## src/rtl/xds_pkg.sv

```systemverilog
package xds_pkg;

  localparam int N_HW   = 5;
  localparam int SRC_W  = 3;
  localparam int OFF_W  = 4;

  typedef enum logic [1:0] {
    M_NORMAL = 2'b00,
    M_REPEAT = 2'b01,
    M_BLOCK  = 2'b10,
    M_BAD    = 2'b11
  } xfer_mode_e;

  typedef enum logic [1:0] {
    ST_IDLE = 2'b00,
    ST_VEC  = 2'b01,
    ST_DESC = 2'b10
  } seq_state_e;

  // Vector table byte address for a winning source id.
  function automatic logic [15:0] vec_addr(input logic [SRC_W-1:0] id,
                                           input logic [7:0] swv,
                                           input logic [15:0] hw_base,
                                           input logic [15:0] sw_base);
    if (int'(id) == N_HW)
      return sw_base + {8'h00, swv};
    else
      return hw_base + {12'h000, id, 1'b0};
  endfunction

  // Next descriptor word offset after the word at 'off'; padding is skipped.
  function automatic logic [OFF_W-1:0] next_off(input logic [1:0] mode,
                                                input logic [OFF_W-1:0] off);
    logic [OFF_W-1:0] n;
    case (off)
      4'd2: begin
        case (mode)
          M_REPEAT: n = 4'd4;
          M_BLOCK:  n = 4'd6;
          default:  n = 4'd8;
        endcase
      end
      default: n = off + 4'd2;
    endcase
    return n;
  endfunction

endpackage

```

## src/rtl/xds_arbiter.sv

```systemverilog
module xds_arbiter
  import xds_pkg::*;
#(
  parameter int N = N_HW
) (
  input  logic [N-1:0]     req,
  input  logic [N-1:0]     gate,
  input  logic             sw_req,
  output logic             any,
  output logic [SRC_W-1:0] win
);
  logic [N-1:0] live;

  generate
    for (genvar g = 0; g < N; g++) begin : g_gate
      assign live[g] = req[g] & gate[g];
    end
  endgenerate

  always_comb begin
    any = sw_req;
    win = SRC_W'(N);
    for (int i = N - 1; i >= 0; i--) begin
      if (live[i]) begin
        any = 1'b1;
        win = SRC_W'(i);
      end
    end
  end
endmodule

```

## src/rtl/xds_fields.sv

```systemverilog
module xds_fields
  import xds_pkg::*;
(
  input  logic             clk,
  input  logic             rst_n,
  input  logic             clr,
  input  logic             wr,
  input  logic [OFF_W-1:0] off,
  input  logic [15:0]      wdata,
  output logic [1:0]       mode_bits,
  output logic [15:0]      f_mode,
  output logic [15:0]      f_cnt_a,
  output logic [15:0]      f_cnt_b,
  output logic [31:0]      f_init,
  output logic [31:0]      f_src,
  output logic [31:0]      f_dst
);
  assign mode_bits = f_mode[1:0];

  always_ff @(posedge clk or negedge rst_n) begin
    if (!rst_n) begin
      f_mode  <= '0;
      f_cnt_a <= '0;
      f_cnt_b <= '0;
      f_init  <= '0;
      f_src   <= '0;
      f_dst   <= '0;
    end else if (clr) begin
      f_mode  <= '0;
      f_cnt_a <= '0;
      f_cnt_b <= '0;
      f_init  <= '0;
      f_src   <= '0;
      f_dst   <= '0;
    end else if (wr) begin
      case (off)
        4'd0:  f_mode  <= wdata;
        4'd2:  f_cnt_a <= wdata;
        4'd4:  f_init[31:16] <= wdata;
        4'd6: begin
          if (f_mode[1:0] == M_REPEAT) f_init[15:0] <= wdata;
          else                         f_cnt_b      <= wdata;
        end
        4'd8:  f_src[31:16] <= wdata;
        4'd10: f_src[15:0]  <= wdata;
        4'd12: f_dst[31:16] <= wdata;
        4'd14: f_dst[15:0]  <= wdata;
        default: ;
      endcase
    end
  end
endmodule

```

## src/rtl/xds_seq.sv

```systemverilog
module xds_seq
  import xds_pkg::*;
#(
  parameter logic [15:0] VEC_HW_BASE = 16'h0438,
  parameter logic [15:0] VEC_SW_BASE = 16'h0400,
  parameter int          LAST_OFF    = 14
) (
  input  logic        clk,
  input  logic        rst_n,
  input  logic [4:0]  src_req,
  input  logic [3:0]  en_serial,
  input  logic        en_cmatch,
  input  logic        sw_req,
  input  logic [7:0]  sw_vec,
  input  logic [15:0] base_hi,
  output logic        mem_req,
  output logic [31:0] mem_addr,
  input  logic        mem_ready,
  input  logic [15:0] mem_rdata,
  output logic        desc_valid,
  output logic        desc_err,
  output logic [2:0]  desc_origin,
  output logic [15:0] desc_mode,
  output logic [15:0] desc_cnt_a,
  output logic [15:0] desc_cnt_b,
  output logic [31:0] desc_init,
  output logic [31:0] desc_src_addr,
  output logic [31:0] desc_dst_addr
);
  localparam logic [OFF_W-1:0] LAST = OFF_W'(LAST_OFF);

  seq_state_e       state;
  logic [SRC_W-1:0] src_q;
  logic [15:0]      vaddr_q;
  logic [15:0]      base_q;
  logic [31:0]      start_q;
  logic [OFF_W-1:0] off_q;
  logic             valid_q, err_q;

  logic [N_HW-1:0]  gate;
  logic             any_req;
  logic [SRC_W-1:0] win;
  logic [1:0]       mode_bits;

  // Named internal events
  logic vec_phase, desc_phase, hs, accept, pulse_busy, bad_mode, last_word;
  logic [1:0] cur_mode;

  assign gate = {en_cmatch, en_serial[0], en_serial[1], en_serial[2], en_serial[3]};

  xds_arbiter #(.N(N_HW)) u_arb (
    .req    (src_req),
    .gate   (gate),
    .sw_req (sw_req),
    .any    (any_req),
    .win    (win)
  );

  assign vec_phase  = (state == ST_VEC);
  assign desc_phase = (state == ST_DESC);
  assign mem_req    = vec_phase | desc_phase;
  assign hs         = mem_req & mem_ready;
  assign pulse_busy = valid_q | err_q;
  assign accept     = (state == ST_IDLE) & any_req & ~pulse_busy;
  assign cur_mode   = (off_q == '0) ? mem_rdata[1:0] : mode_bits;
  assign bad_mode   = desc_phase & hs & (off_q == '0) & (mem_rdata[1:0] == M_BAD);
  assign last_word  = desc_phase & hs & (off_q == LAST);

  always_comb begin
    if (vec_phase) mem_addr = {16'h0000, vaddr_q};
    else           mem_addr = start_q + {{(32-OFF_W){1'b0}}, off_q};
  end

  always_ff @(posedge clk or negedge rst_n) begin
    if (!rst_n) begin
      state   <= ST_IDLE;
      src_q   <= '0;
      vaddr_q <= '0;
      base_q  <= '0;
      start_q <= '0;
      off_q   <= '0;
      valid_q <= 1'b0;
      err_q   <= 1'b0;
    end else begin
      valid_q <= 1'b0;
      err_q   <= 1'b0;
      case (state)
        ST_IDLE: begin
          if (accept) begin
            state   <= ST_VEC;
            src_q   <= win;
            vaddr_q <= vec_addr(win, sw_vec, VEC_HW_BASE, VEC_SW_BASE);
            base_q  <= base_hi;
          end
        end
        ST_VEC: begin
          if (hs) begin
            start_q <= {base_q, mem_rdata};
            off_q   <= '0;
            state   <= ST_DESC;
          end
        end
        ST_DESC: begin
          if (bad_mode) begin
            err_q <= 1'b1;
            state <= ST_IDLE;
          end else if (last_word) begin
            valid_q <= 1'b1;
            state   <= ST_IDLE;
          end else if (hs) begin
            off_q <= next_off(cur_mode, off_q);
          end
        end
        default: state <= ST_IDLE;
      endcase
    end
  end

  xds_fields u_fields (
    .clk       (clk),
    .rst_n     (rst_n),
    .clr       (accept),
    .wr        (desc_phase & hs),
    .off       (off_q),
    .wdata     (mem_rdata),
    .mode_bits (mode_bits),
    .f_mode    (desc_mode),
    .f_cnt_a   (desc_cnt_a),
    .f_cnt_b   (desc_cnt_b),
    .f_init    (desc_init),
    .f_src     (desc_src_addr),
    .f_dst     (desc_dst_addr)
  );

  assign desc_valid  = valid_q;
  assign desc_err    = err_q;
  assign desc_origin = src_q;
endmodule

```

## config.mk

```make
export PLATFORM = sky130hd
export DESIGN_NAME = xds_seq
export DESIGN_NICKNAME = d
export VERILOG_FILES = /design/src/rtl/xds_pkg.sv /design/src/rtl/xds_arbiter.sv /design/src/rtl/xds_fields.sv /design/src/rtl/xds_seq.sv
export SDC_FILE = /design/constraint.sdc
export NUM_CORES = 1
export LEC_CHECK = 0
export BUFFER_PORTS_ARGS = -buffer_cell sky130_fd_sc_hd__buf_2
export CORE_MARGIN = 2
export CORE_UTILIZATION = 50
export DETAILED_ROUTE_END_ITERATION = 7
export GPL_ROUTABILITY_DRIVEN = 1
export PLACE_DENSITY = 0.85
export SETUP_SLACK_MARGIN = 0.05
export SLEW_MARGIN = 5
export SYNTH_ARGS = -nofsm -noshare
export SYNTH_HDL_FRONTEND = slang
export SYNTH_SLANG_ARGS = --single-unit
```

## constraint.sdc

```tcl
create_clock -name clk -period 3.65 [get_ports clk]
set_clock_uncertainty 0.15 [all_clocks]
set_input_delay 0.365 -clock clk [delete_from_list [all_inputs] [get_ports clk]]
set_output_delay 0.365 -clock clk [all_outputs]
set_load 0.01 [all_outputs]
```

### Word level (Yosys, flattened, before mapping)

Cells that the tools add are included.

| cells by class | value |
|---|---|
| add/subtract/negate cells | 4 |
| eq/ne operators | 21 |
| muxes and demuxes | 53 |
| bitwise operators | 15 |
| reduce and logical (&&, ||, !) cells | 26 |

Operators with widths:

| operator | number |
|---|---|
| $mux W16 | 17 |
| $mux W32 | 7 |
| $add A32 B4 Y32 | 1 |
| $reduce_bool A2 Y1 | 11 |
| $mux W4 | 5 |
| $reduce_and A2 Y1 | 9 |
| $eq A4 B4 Y1 const B | 4 |
| $pmux W4 S2 | 2 |
| $add A11 B4 Y12 const A | 1 |
| $add A11 B8 Y12 const A | 1 |
| $and A1 B1 Y1 | 12 |
| $mux W12 | 1 |
| $mux W3 | 4 |
| $mux W1 | 11 |
| $mux W2 | 5 |
| $reduce_and A3 Y1 | 3 |
| $eq A4 B3 Y1 const B | 2 |
| $ne A2 B2 Y1 const B | 4 |
| $eq A2 B1 Y1 const B | 3 |
| $eq A2 B2 Y1 const B | 3 |
| $pmux W2 S3 | 1 |
| $reduce_and A5 Y1 | 1 |
| $add A4 B2 Y4 const B | 1 |
| $eq A4 B2 Y1 const B | 1 |
| other kinds (7) | 9 |

| word-level totals | value |
|---|---|
| bits in registers | 219 |
| input port bits | 54 |
| output and inout port bits | 182 |

### Longest topological paths before layout

Gate-level depths: netlist of the first run.

| depth | value |
|---|---|
| depth in word-level cells | 10 |
| gate-level depth with buffers | 10 |
| gate-level depth less buffers | 7 |

### By module

From an unflattened synthesis of the first run, not the netlist that was laid out.

| unflattened totals | value |
|---|---|
| cell total of the unflattened synthesis | 880 |
| area, all modules | 10254.8 µm² |

By module, submodules not included:

| module | times used | cells an instance | area each (µm²) | sequential area each (µm²) |
|---|---|---|---|---|
| xds_fields | 1 | 513 | 6417.4 | 3603.5 |
| xds_seq | 1 | 355 | 3763.6 | 1676.6 |
| xds_arbiter | 1 | 12 | 73.8 | 0.0 |

### Worst setup path after synthesis of the first run

OpenSTA, ideal clock, no wires.

| path | value |
|---|---|
| path type | flip-flop to output port |
| from | register off_q[2] |
| to | output mem_addr[28] |
| arrival time | 2253 ps |
| required time | 3135 ps |
| path slack | 882 ps |
| stages on the path, launching flop included | 7 |
| path buffers | 1 |
| cell sequence | dfrtp_1 > ha_1 > a211oi_2 > or4b_1 > buf_2 > nor4_2 > mux2_2 |

| on the way | value |
|---|---|
| word-level cells in the longest chain between the ends | 2 |

RTL lines:

| item | RTL line | source |
|---|---|---|
| from (decl) | xds_seq.sv:37 | `logic [OFF_W-1:0] off_q;` |
| from (signal assigned) | xds_seq.sv:111 | `off_q <= next_off(cur_mode, off_q);` |
| $add A32 B4 Y32 | xds_seq.sv:71 | `else mem_addr = start_q + {{(32-OFF_W){1'b0}}, off_q};` |
| $mux W32 | xds_seq.sv:70 | `if (vec_phase) mem_addr = {16'h0000, vaddr_q};` |
| to (decl) | xds_seq.sv:17 | `output logic [31:0] mem_addr,` |

Every way passes these cells.

### Worst setup path after layout of the first run

| path | value |
|---|---|
| from | register off_q[2] |
| to | output mem_addr[31] |

Same word-level chain as after synthesis.

==> parameters.txt, run 1 <==
Parameter                              Value

Outcome
  Result of the run    completed

Floorplanning
  Die Height    142.2 um
  Area enclosed by the die boundary    0.02022 mm^2
  Row count    50
  Initial core utilization    51.04%
  Top-level I/O count    236
  DIE WIDTH    142.2 um
  Floorplan core area    0.01871 mm^2

STA
  Worst hold margin    69.40 ps
  Worst setup slack after layout    177.4 ps
  Unrepaired setup endpoints after global routing    no
  Rel. slew slack    30.63%
  Maximum clock rate    288.0 MHz
  Pins over their slew limit    0
  Total Neg Setup Slack    0 ps
  Crit path time final    3473 ps
  Portion of the clock cycle consumed by the worst path in the final layout    95.14%
  Actual slew at the worst max-slew pin    1035 ps
  Total count of hold-check failures in the final report    0
  Final number of setup-violating endpoints    0

Worst setup path
  Standard cell with the maximum stage delay on the critical path    sky130_fd_sc_hd__or4b_4
  Critical path's largest stage delay    650 ps
  Required @ worst endpoint    3130 ps
  Crit start category    register
  CP Capture Type    primary output
  WS Path Type    register to primary output
  Maximum fanout count along the critical path    12
  Critical path data arrival time    2960 ps
  Chain of cells forming the critical path    ha_1 -> a211oi_2 -> or4b_4 -> or4_1 -> a21oi_1 -> buf_2

Global routing
  Antenna violations before repair    1
  Wire length of the first global-routing pass    41970 um
  Number of global-route vias before repair    7954
  Grt ovf    0
  Maximum number of pins on one net before global-route repair    88
  Combined global-route utilization of all metal layers    26.26%

CTS
  Worst-Skew Late Latency    500 ps
  TritonCTS clock tree    done
  Post-CTS Setup Inserts    0
  Clock root buffer    sky130_fd_sc_hd__clkbuf_16
  Maximum number of buffers from clock root to sink    3
  Clock slew at reported path FFs    60 ps
  Clock H-tree levels    1
  TritonCTS Buffers    24
  CTS Sinks    211

Layout
  Share of cells above drive strength 1    29.05%
  Layout Area Growth over Synthesis    25.39%
  Final net count    1282
  Fin area    0.01197 mm^2
  Final Core Density    63.99%
  Post-route insts no fill    1471

Synthesis
  Number of storage elements in the synthesis netlist    211
  Synth Area in Simple Gates    19.08%
  Combinational family with the most area after synthesis    simple AND/OR/NAND/NOR gates
  Warnings from Yosys    0
  Post-Syn Nets    1053
  Sequential-to-total area share from yosys stat    55.31%
  Multiplexer area fraction after synthesis    10.43%
  Number of synthesized flops with an enable pin    0
  Proportion of synthesized flip-flops having asynchronous set or reset    100.0%
  Count of distinct cell types in the synthesized netlist    54
  Most used DFF post-synth    sky130_fd_sc_hd__dfrtp_1
  Synth Cell Area    0.009547 mm^2
  Cells after Synth    990
  Post-synthesis cell type with the largest combined area    sky130_fd_sc_hd__dfrtp_1
  Area share of the largest cell type after synthesis    55.31%
  Mean area per synthesized cell    9.643 um^2
  Fraction of the mapped netlist area in compound gates    9.554%
  Adder-cell share of the synthesized area    1.180%
  Most area-consuming cells after synthesis    sky130_fd_sc_hd__dfrtp_1 55%, sky130_fd_sc_hd__nand2_1 11%, sky130_fd_sc_hd__a21oi_1 5.8%, sky130_fd_sc_hd__mux2i_1 5.2%, sky130_fd_sc_hd__mux2_2 5.2%
  Xor-xnor portion of the synthesized cell area    1.009%

Place
  Placer's final routability congestion estimate    0.8010
  Count of input and output buffers    235
  HPWL reported at the end of detailed placement    17790 um
  Dpl ws    575.8 ps
  Placed cell area    0.01096 mm^2
  Inst Count DP    1404

Power and ir drop
  Total Power Consumption    8.009 mW
  Leakage    5.793 nW
  Highest ir drop seen on vdd    0.0003357 V
  Power density normalized to cell area    669.0 mW/mm^2

Route
  Average wire length per cell after detail routing    18.29 um
  DRT Wirelength    26910 um
  Via-to-Cell Ratio    5.527
  Initial DRC Count    544
  Overall via count from detail_route    8130
  Count of TritonRoute iterations in the first routing pass    5
  DRT antenna net count    0
  Drt drc    0

Run
  Maximum capacitance violations    0

Min path
  Hold crit path type    primary input to register
## cells in the mapped netlist, types with 9 or more instances
| master | n |
|---|---|
| sky130_fd_sc_hd__a21oi_1 | 110 |
| sky130_fd_sc_hd__clkbuf_1 | 60 |
| sky130_fd_sc_hd__dfrtp_1 | 211 |
| sky130_fd_sc_hd__ha_1 | 9 |
| sky130_fd_sc_hd__mux2_2 | 44 |
| sky130_fd_sc_hd__mux2i_1 | 50 |
| sky130_fd_sc_hd__nand2_1 | 268 |
| sky130_fd_sc_hd__nor2_1 | 74 |
| sky130_fd_sc_hd__nor2b_1 | 10 |
| sky130_fd_sc_hd__nor3_1 | 11 |
| sky130_fd_sc_hd__o21ai_0 | 20 |
| sky130_fd_sc_hd__or3_1 | 11 |
| sky130_fd_sc_hd__xnor2_1 | 10 |
## layout make-up
cell class,count,area [um^2]
well taps,234,292.8
repair buffers,277,1620
flip-flops and latches,211,5280
clock inverters,11,88.84
fillers,1477,6735
clock buffers,32,681.9
inverters,7,26.28
multi-input cells,698,3978
diodes,1,2.502
## placed cells by master (no fill, tap or decap), drive strengths merged, types with 2 or more instances in the layout
cell | Yosys | final
a21o | 5 | 5
inv | 7 | 7
xnor2 | 10 | 10
a22oi | 2 | 2
nor2 | 74 | 74
dlygate4sd3 | 0 | 23
nor4 | 8 | 8
or4 | 5 | 5
nor2b | 10 | 10
clkinvlp | 0 | 2
and3 | 2 | 2
nor4b | 2 | 2
a31o | 2 | 2
a211oi | 2 | 2
a21oi | 110 | 110
clkinv | 0 | 8
or3 | 11 | 11
nand2b | 4 | 4
o21ai | 21 | 21
o31ai | 6 | 6
a22o | 3 | 3
dfrtp | 211 | 211
or2 | 5 | 5
mux2 | 44 | 44
buf | 14 | 253
nor3 | 12 | 12
a2bb2oi | 2 | 2
nand4 | 8 | 8
clkbuf | 60 | 33
ha | 9 | 9
nand2 | 268 | 268
nand3 | 6 | 6
mux2i | 50 | 50
a32o | 2 | 2
or3b | 2 | 2
## sequential cells by signal, summed over array words and instances (netlist names)
register	cells
base_q	16
desc_err	1
desc_origin	3
desc_valid	1
off_q	3
start_q	32
state	2
u_fields.f_cnt_a	16
u_fields.f_cnt_b	16
u_fields.f_dst	32
u_fields.f_init	32
u_fields.f_mode	16
u_fields.f_src	32
vaddr_q	9
## cells by family after synthesis
kind of cell,count (synthesis)
buffers and inverters,81
muxes,94
xor gates and xnor gates,11
and+or+nand+nor,422
adders and majority gates,9
DFF,211
AOI/OAI and AO/OA,162
## critical path: cells and delay by family, from the launching register on
kind	cells	cell delay (ps)
simple gates	2	1180
flops	1	460
buf+inv	1	150
compound gates	2	270
fa+ha+maj	1	400
## final timing paths
| path | from | end | slack (ps) | cells after the start |
|---|---|---|---|---|
| worst max-delay path | off_q[2] | mem_addr[31] | 180 | 6 |
| worst min-delay path | sw_vec[6] | vaddr_q[6] | 70 | 3 |
| worst max register to register | state[0] | vaddr_q[5] | 940 | 7 |
| worst min register to register | base_q[0] | base_q[0] | 320 | 2 |
| max in group asynchronous | rst_n | u_fields.f_cnt_b[3] | 1900 | 3 |
| min in group asynchronous | rst_n | start_q[24] | 280 | 2 |
## power breakdown
group          total (mW)  internal (mW)  switching [mW]
combinational        2.62           1.07            1.55
sequential           3.05           2.72           0.337
clock                2.33           1.38           0.952
## metal layers
layer	part of all wire, %	global-route usage [%]
met4	2.5	7.421
met2	48	43.71
met5	0	0
met1	40	34.10
met3	9.3	6.965
## repair_timing
action	4_1_cts	5_1_grt
hold buffers	23	0
endpoints found under the setup margin	2	1
pin swaps	0	0
endpoints found under the hold margin	91	0
gates resized for setup	1	1
Note: power is estimated with default switching activity, not from simulation.
==> inputs of run 2 (changes only) <==
Settings changed: REMOVE_ABC_BUFFERS set to 1.
==> run 2 against run 1 <==
Compared with the run above: wire length decreased by 0.62%; combinational power is 2% lower; global-route usage barely moved; hold slack worse by 22 ps; fmax is essentially flat; largest cell class unchanged; critical path type unchanged; critical endpoint unchanged; flip-flop and latch count unchanged.
==> parameters.txt, run 2 (synthesis results as in run 1) <==
Parameter                              Value

Global routing
  Grt ovf    0
  Antenna violations before repair    0
  Combined global-route utilization of all metal layers    26.25%
  Number of global-route vias before repair    7973
  Maximum number of pins on one net before global-route repair    104
  Wire length of the first global-routing pass    41970 um

Power and ir drop
  Total Power Consumption    8.233 mW
  Relative contribution of the clock network to total power    31.9%
  Leakage    5.840 nW
  Internal Pwr Total    5.425 mW
  Switching share of power    34.10%
  Power density normalized to cell area    683.0 mW/mm^2
  Register share of total power    37.0%
  Relative contribution of combinational cells to total power    31.2%
  Highest ir drop seen on vdd    0.0005708 V
  Power spent charging and discharging nets    2.807 mW

STA
  Worst hold margin    47.13 ps
  Unrepaired setup endpoints after global routing    no
  Actual slew at the worst max-slew pin    1082 ps
  Crit path time final    3472 ps
  Portion of the clock cycle consumed by the worst path in the final layout    95.14%
  Maximum clock rate    288.0 MHz
  Final number of setup-violating endpoints    0
  Rel. slew slack    27.48%
  Pins over their slew limit    0
  Total count of hold-check failures in the final report    0

CTS
  TritonCTS Buffers    24
  Clock slew at reported path FFs    60 ps
  Post-CTS Setup Inserts    0
  Clock root buffer    sky130_fd_sc_hd__clkbuf_16
  TritonCTS clock tree    done
  CTS Sinks    211
  Clock H-tree levels    1
  Maximum number of buffers from clock root to sink    3
  Worst-Skew Late Latency    510 ps

Layout
  Fillers    1488
  Fin area    0.01205 mm^2
  Share of cells above drive strength 1    29.07%
  Total inserted antenna cells    0
  Layout Area Growth over Synthesis    26.25%
  Final Core Density    64.43%
  Sequential cell area    0.005280 mm^2
  Most frequent standard cell in the layout excluding fill and tap cells    sky130_fd_sc_hd__nand2_1
  Final net count    1280
  Post-route insts no fill    1469
  Highest-count cells in the layout ignoring fill and taps    268 x sky130_fd_sc_hd__nand2_1, 234 x sky130_fd_sc_hd__buf_2, 211 x sky130_fd_sc_hd__dfrtp_1, 110 x sky130_fd_sc_hd__a21oi_1, 73 x sky130_fd_sc_hd__nor2_1
  Area of the multi-input gates    0.003983 mm^2

Place
  Count of input and output buffers    235
  Placed cell area    0.01093 mm^2
  Inst Count DP    1402
  HPWL reported at the end of detailed placement    17520 um
  Placer's final routability congestion estimate    0.8238

Floorplanning
  Floorplan core area    0.01871 mm^2
  Area enclosed by the die boundary    0.02022 mm^2
  DIE WIDTH    142.2 um
  Initial core utilization    51.04%
  Die Height    142.2 um
  Row count    50
  Top-level I/O count    236

Route
  DRT Wirelength    26740 um
  Via-to-Cell Ratio    5.515
  Overall via count from detail_route    8102
  Initial DRC Count    471
  DRT antenna net count    0
  Average wire length per cell after detail routing    18.20 um
  Drt drc    0
  Count of TritonRoute iterations in the first routing pass    4

Worst setup path
  Required @ worst endpoint    3130 ps
  Length in cells of the worst reg-to-reg path    8
  Maximum fanout count along the critical path    12
  WS Path Type    register to primary output
  Crit start category    register
  Critical path data arrival time    2960 ps
  CP Capture Type    primary output
  Critical path launch point    off_q[2]
  Start of the worst register-to-register path    state[0]

Outcome
  Result of the run    completed

Min path
  WHS Path Cells    3
  Hold crit path type    primary input to register
  Min-delay src    sw_vec[6]

Run
  Maximum capacitance violations    0
-- run 2: changes by cell type in the layout (fill, tap and decap cells not counted), sizes merged --
cell / before / now
clkinv: 8 / 3
clkbuf: 33 / 37
bufinv: 1 / 4
buf: 253 / 251
clkinvlp: 2 / 0
diode: 1 / 0
inv: 7 / 8
-- run 2: area by class of cell --
class / instances / area share (%)
Sequential cell: 211 / 43.81
Multi-Input combinational cell: 698 / 33.04
Timing Repair Buffer: 275 / 13.11
Clock buffer: 36 / 6.197
Tap cell: 234 / 2.429
Clock inverter: 8 / 1.194
Inverter: 7 / 0.2180
-- run 2: repair_timing --
item	in CTS	in global routing
hold buffers	23	0
gates resized for setup	1	0
hold endpoints to repair	122	0
endpoints found under the setup margin	2	0
-- run 2: through the flow --
| stage | setup TNS [ps] | setup slack [ps] |
|---|---|---|
| finish | 0 | 177.6 |
| global route | 0 | 55.48 |
| floorplan | -656110 | -4636 |
| detailed placement | 0 | 547.9 |
| CTS | 0 | 162.5 |
| global placement | 0 | 578.7 |
-- run 2: final timing paths --
check | slack [ps] | endpoint
worst max-delay path | 180 | mem_addr[31]
worst max register to register | 790 | off_q[1]
worst min-delay path | 50 | vaddr_q[6]
worst min register to register | 320 | base_q[11]
max in group asynchronous | 1980 | u_fields.f_dst[27]
min in group asynchronous | 350 | start_q[24]
-- run 2: power by group through the flow --
stage                     clock network [mW]  registers (mW)  logic [mW]
after floorplan                            0            3.03        1.51
after global placement                     0            3.04        2.47
after detailed placement                   0            3.07        2.53
after CTS                               2.67            3.03        2.56
after global routing                    2.76            3.10        2.82
final                                   2.62            3.04        2.57
-- run 2: layer usage --
| layer | up-vias | wire length [um] | part of all wire, % | GRT usage, % |
|---|---|---|---|---|
| met1 | 3971 | 11090 | 41 | 34.82 |
| met5 | - | 0 | 0 | 0 |
| met3 | 41 | 2274 | 8.5 | 6.629 |
| met4 | 0 | 672 | 2.5 | 7.947 |
| li1 | 3772 | - | - | - |
| met2 | 318 | 12710 | 48 | 42.84 |
-- run 2: critical path: stages, from the launching register on --
cell	delay, ps
sky130_fd_sc_hd__dfrtp_1	460
sky130_fd_sc_hd__ha_1	400
sky130_fd_sc_hd__a211oi_2	110
sky130_fd_sc_hd__or4b_4	650
sky130_fd_sc_hd__or4_1	520
sky130_fd_sc_hd__a21oi_1	160
sky130_fd_sc_hd__buf_2	150
==> inputs of run 3 (changes only) <==
Settings changed: BUFFER_PORTS_ARGS -buffer_cell sky130_fd_sc_hd__buf_2 to not set, CORE_MARGIN 2 to 3, DONT_BUFFER_PORTS set to 1, PLACE_DENSITY 0.85 to 0.74, SKIP_CTS_REPAIR_TIMING set to 1.
==> run 3 against run 2 <==
Compared with the run above: the run now ends with negative hold slack left; sequential power is essentially flat; utilization shrank 4.9 points; total power shrank 8.1%; first-iteration DRC count shrank 20%; cell count shrank 15%; global-route usage shrank 2.9 points; die area grew 2.8%; via count shrank 11%; register-to-register slack lost 50 ps; highest routed layer is now met5.
==> parameters.txt, run 3 (synthesis results as in run 1) <==
Parameter                              Value

Place
  Placer's final routability congestion estimate    0.8052
  HPWL reported at the end of detailed placement    16690 um
  Dpl ws    601.7 ps
  Count of input and output buffers    0

Power and ir drop
  Internal Pwr Total    4.933 mW
  Power density normalized to cell area    693.0 mW/mm^2
  Switching share of power    34.79%
  Power spent charging and discharging nets    2.632 mW
  Leakage    4.655 nW
  Total Power Consumption    7.565 mW
  Relative contribution of the clock network to total power    29.5%
  Register share of total power    40.6%
  Relative contribution of combinational cells to total power    29.9%
  Highest ir drop seen on vdd    0.0003414 V

STA
  Worst hold margin    -579.5 ps
  Final number of setup-violating endpoints    0
  Portion of the clock cycle consumed by the worst path in the final layout    93.80%
  Crit path time final    3424 ps
  Total count of hold-check failures in the final report    211
  Total Neg Setup Slack    0 ps
  Rel. slew slack    41.00%
  Worst setup slack after layout    226.4 ps
  Maximum clock rate    292.1 MHz
  Pins over their slew limit    0
  Unrepaired setup endpoints after global routing    no
  Actual slew at the worst max-slew pin    878.2 ps

Route
  DRT Wirelength    26050 um
  Initial DRC Count    377
  Overall via count from detail_route    7202
  Count of TritonRoute iterations in the first routing pass    4
  Drt drc    0
  Average wire length per cell after detail routing    20.87 um
  Via-to-Cell Ratio    5.771
  DRT antenna net count    0

Floorplanning
  Floorplan core area    0.01833 mm^2
  Top-level I/O count    236
  DIE WIDTH    144.2 um
  Die Height    144.2 um
  Row count    49
  Initial core utilization    52.08%
  Area enclosed by the die boundary    0.02079 mm^2

CTS
  CTS Sinks    211
  TritonCTS Buffers    22
  Maximum number of buffers from clock root to sink    3
  Clock root buffer    sky130_fd_sc_hd__clkbuf_16
  Worst-Skew Late Latency    490 ps
  Clock H-tree levels    1
  Clock slew at reported path FFs    60 ps
  TritonCTS clock tree    done

Layout
  Layout Area Growth over Synthesis    14.35%
  Fillers    1522
  Share of cells above drive strength 1    11.79%
  Most frequent standard cell in the layout excluding fill and tap cells    sky130_fd_sc_hd__nand2_1
  Highest-count cells in the layout ignoring fill and taps    268 x sky130_fd_sc_hd__nand2_1, 211 x sky130_fd_sc_hd__dfrtp_1, 110 x sky130_fd_sc_hd__a21oi_1, 73 x sky130_fd_sc_hd__nor2_1, 50 x sky130_fd_sc_hd__mux2i_1
  Final net count    1065

Worst setup path
  Crit start category    register
  Critical path's largest stage delay    650 ps
  Top cell family by delay on the critical path    simple AND/OR/NAND/NOR gates
  Crit path buf inv count    0
  Chain of cells forming the critical path    ha_1 -> a211oi_2 -> or4b_4 -> or4_1 -> a21oi_1
  Length in cells of the worst reg-to-reg path    8
  Setup slack, reg-to-reg    740 ps
  Critical path data arrival time    2910 ps
  Maximum fanout count along the critical path    12
  Critical path depth in cells    5
  R2r endpoint    off_q[2]
  Start of the worst register-to-register path    state[0]
  Last element of the critical path    mem_addr[31]
  Standard cell with the maximum stage delay on the critical path    sky130_fd_sc_hd__or4b_4
  WS Path Type    register to primary output
  Required @ worst endpoint    3130 ps
  CP Capture Type    primary output
  Critical path launch point    off_q[2]

Min path
  Hold crit path type    primary input to asynchronous set/reset pin

Outcome
  Result of the run    finished, violations left
  Failing checks    negative hold slack

Global routing
  Grt ovf    0
  Combined global-route utilization of all metal layers    23.39%
  Antenna violations before repair    4
  Maximum number of pins on one net before global-route repair    212
  Wire length of the first global-routing pass    38320 um
  Number of global-route vias before repair    6867

Run
  Maximum capacitance violations    0
run 3: changes by cell type in the layout (fill, tap and decap cells not counted), sizes merged:
| cell | change |
|---|---|
| diode | +1 |
| bufinv | -3 |
| buf | -231 |
| clkbuf | -2 |
| clkinvlp | +1 |
| dlygate4sd3 | +19 |
| inv | -1 |
run 3: per-stage QoR:
step / utilization [%] / cell area [um^2] / instances
2_1_floorplan: - / 9245 / 916
3_5_place_dp: 53.23 / 9757 / 1165
4_1_cts: 57.22 / 10490 / 1205
3_3_place_gp: 53.23 / 9757 / 1165
6_report: 59.55 / 10920 / 1248
5_1_grt: 59.54 / 10910 / 1247
run 3: layer usage:
| metal | GRT usage (%) | part of all wire [%] | up-vias |
|---|---|---|---|
| li1 | - | - | 3348 |
| met3 | 9.524 | 11 | 45 |
| met1 | 29.47 | 38 | 3522 |
| met4 | 5.007 | 1.7 | 8 |
| met5 | 0 | 0.18 | - |
| met2 | 38.41 | 49 | 279 |
run 3: area by class of cell:
type                       instances  area (um^2)  area share [%]
tap                              229        286.5           2.625
inverter                           7        26.28          0.2407
multi-input combinational        698         3980           36.46
antenna                            1        2.502         0.02292
clock inverter                     5        52.55          0.4814
clock buffer                      35        680.7           6.235
sequential                       211         5280           48.37
timing repair buffer              62        608.1           5.570
run 3: worst min-delay path by stage:
stage           from                   end  slack, ps  depth (start not counted)
2_1_floorplan  rst_n             base_q[0]        -80                          0
3_3_place_gp   rst_n  u_fields.f_cnt_b[10]        -80                          0
3_5_place_dp   rst_n   u_fields.f_cnt_b[8]        -80                          0
4_1_cts        rst_n   u_fields.f_cnt_b[6]       -590                          0
5_1_grt        rst_n   u_fields.f_cnt_b[8]       -610                          0
6_report       rst_n   u_fields.f_cnt_b[8]       -580                          0
run 3: power groups by stage:
stage	sequential [mW]	clock (mW)	combinational, mW
finish	3.07	2.23	2.26
global route	3.13	2.38	2.50
CTS	3.07	2.27	2.18
detailed placement	3.11	0	2.18
global placement	3.10	0	2.13
floorplan	3.03	0	1.51
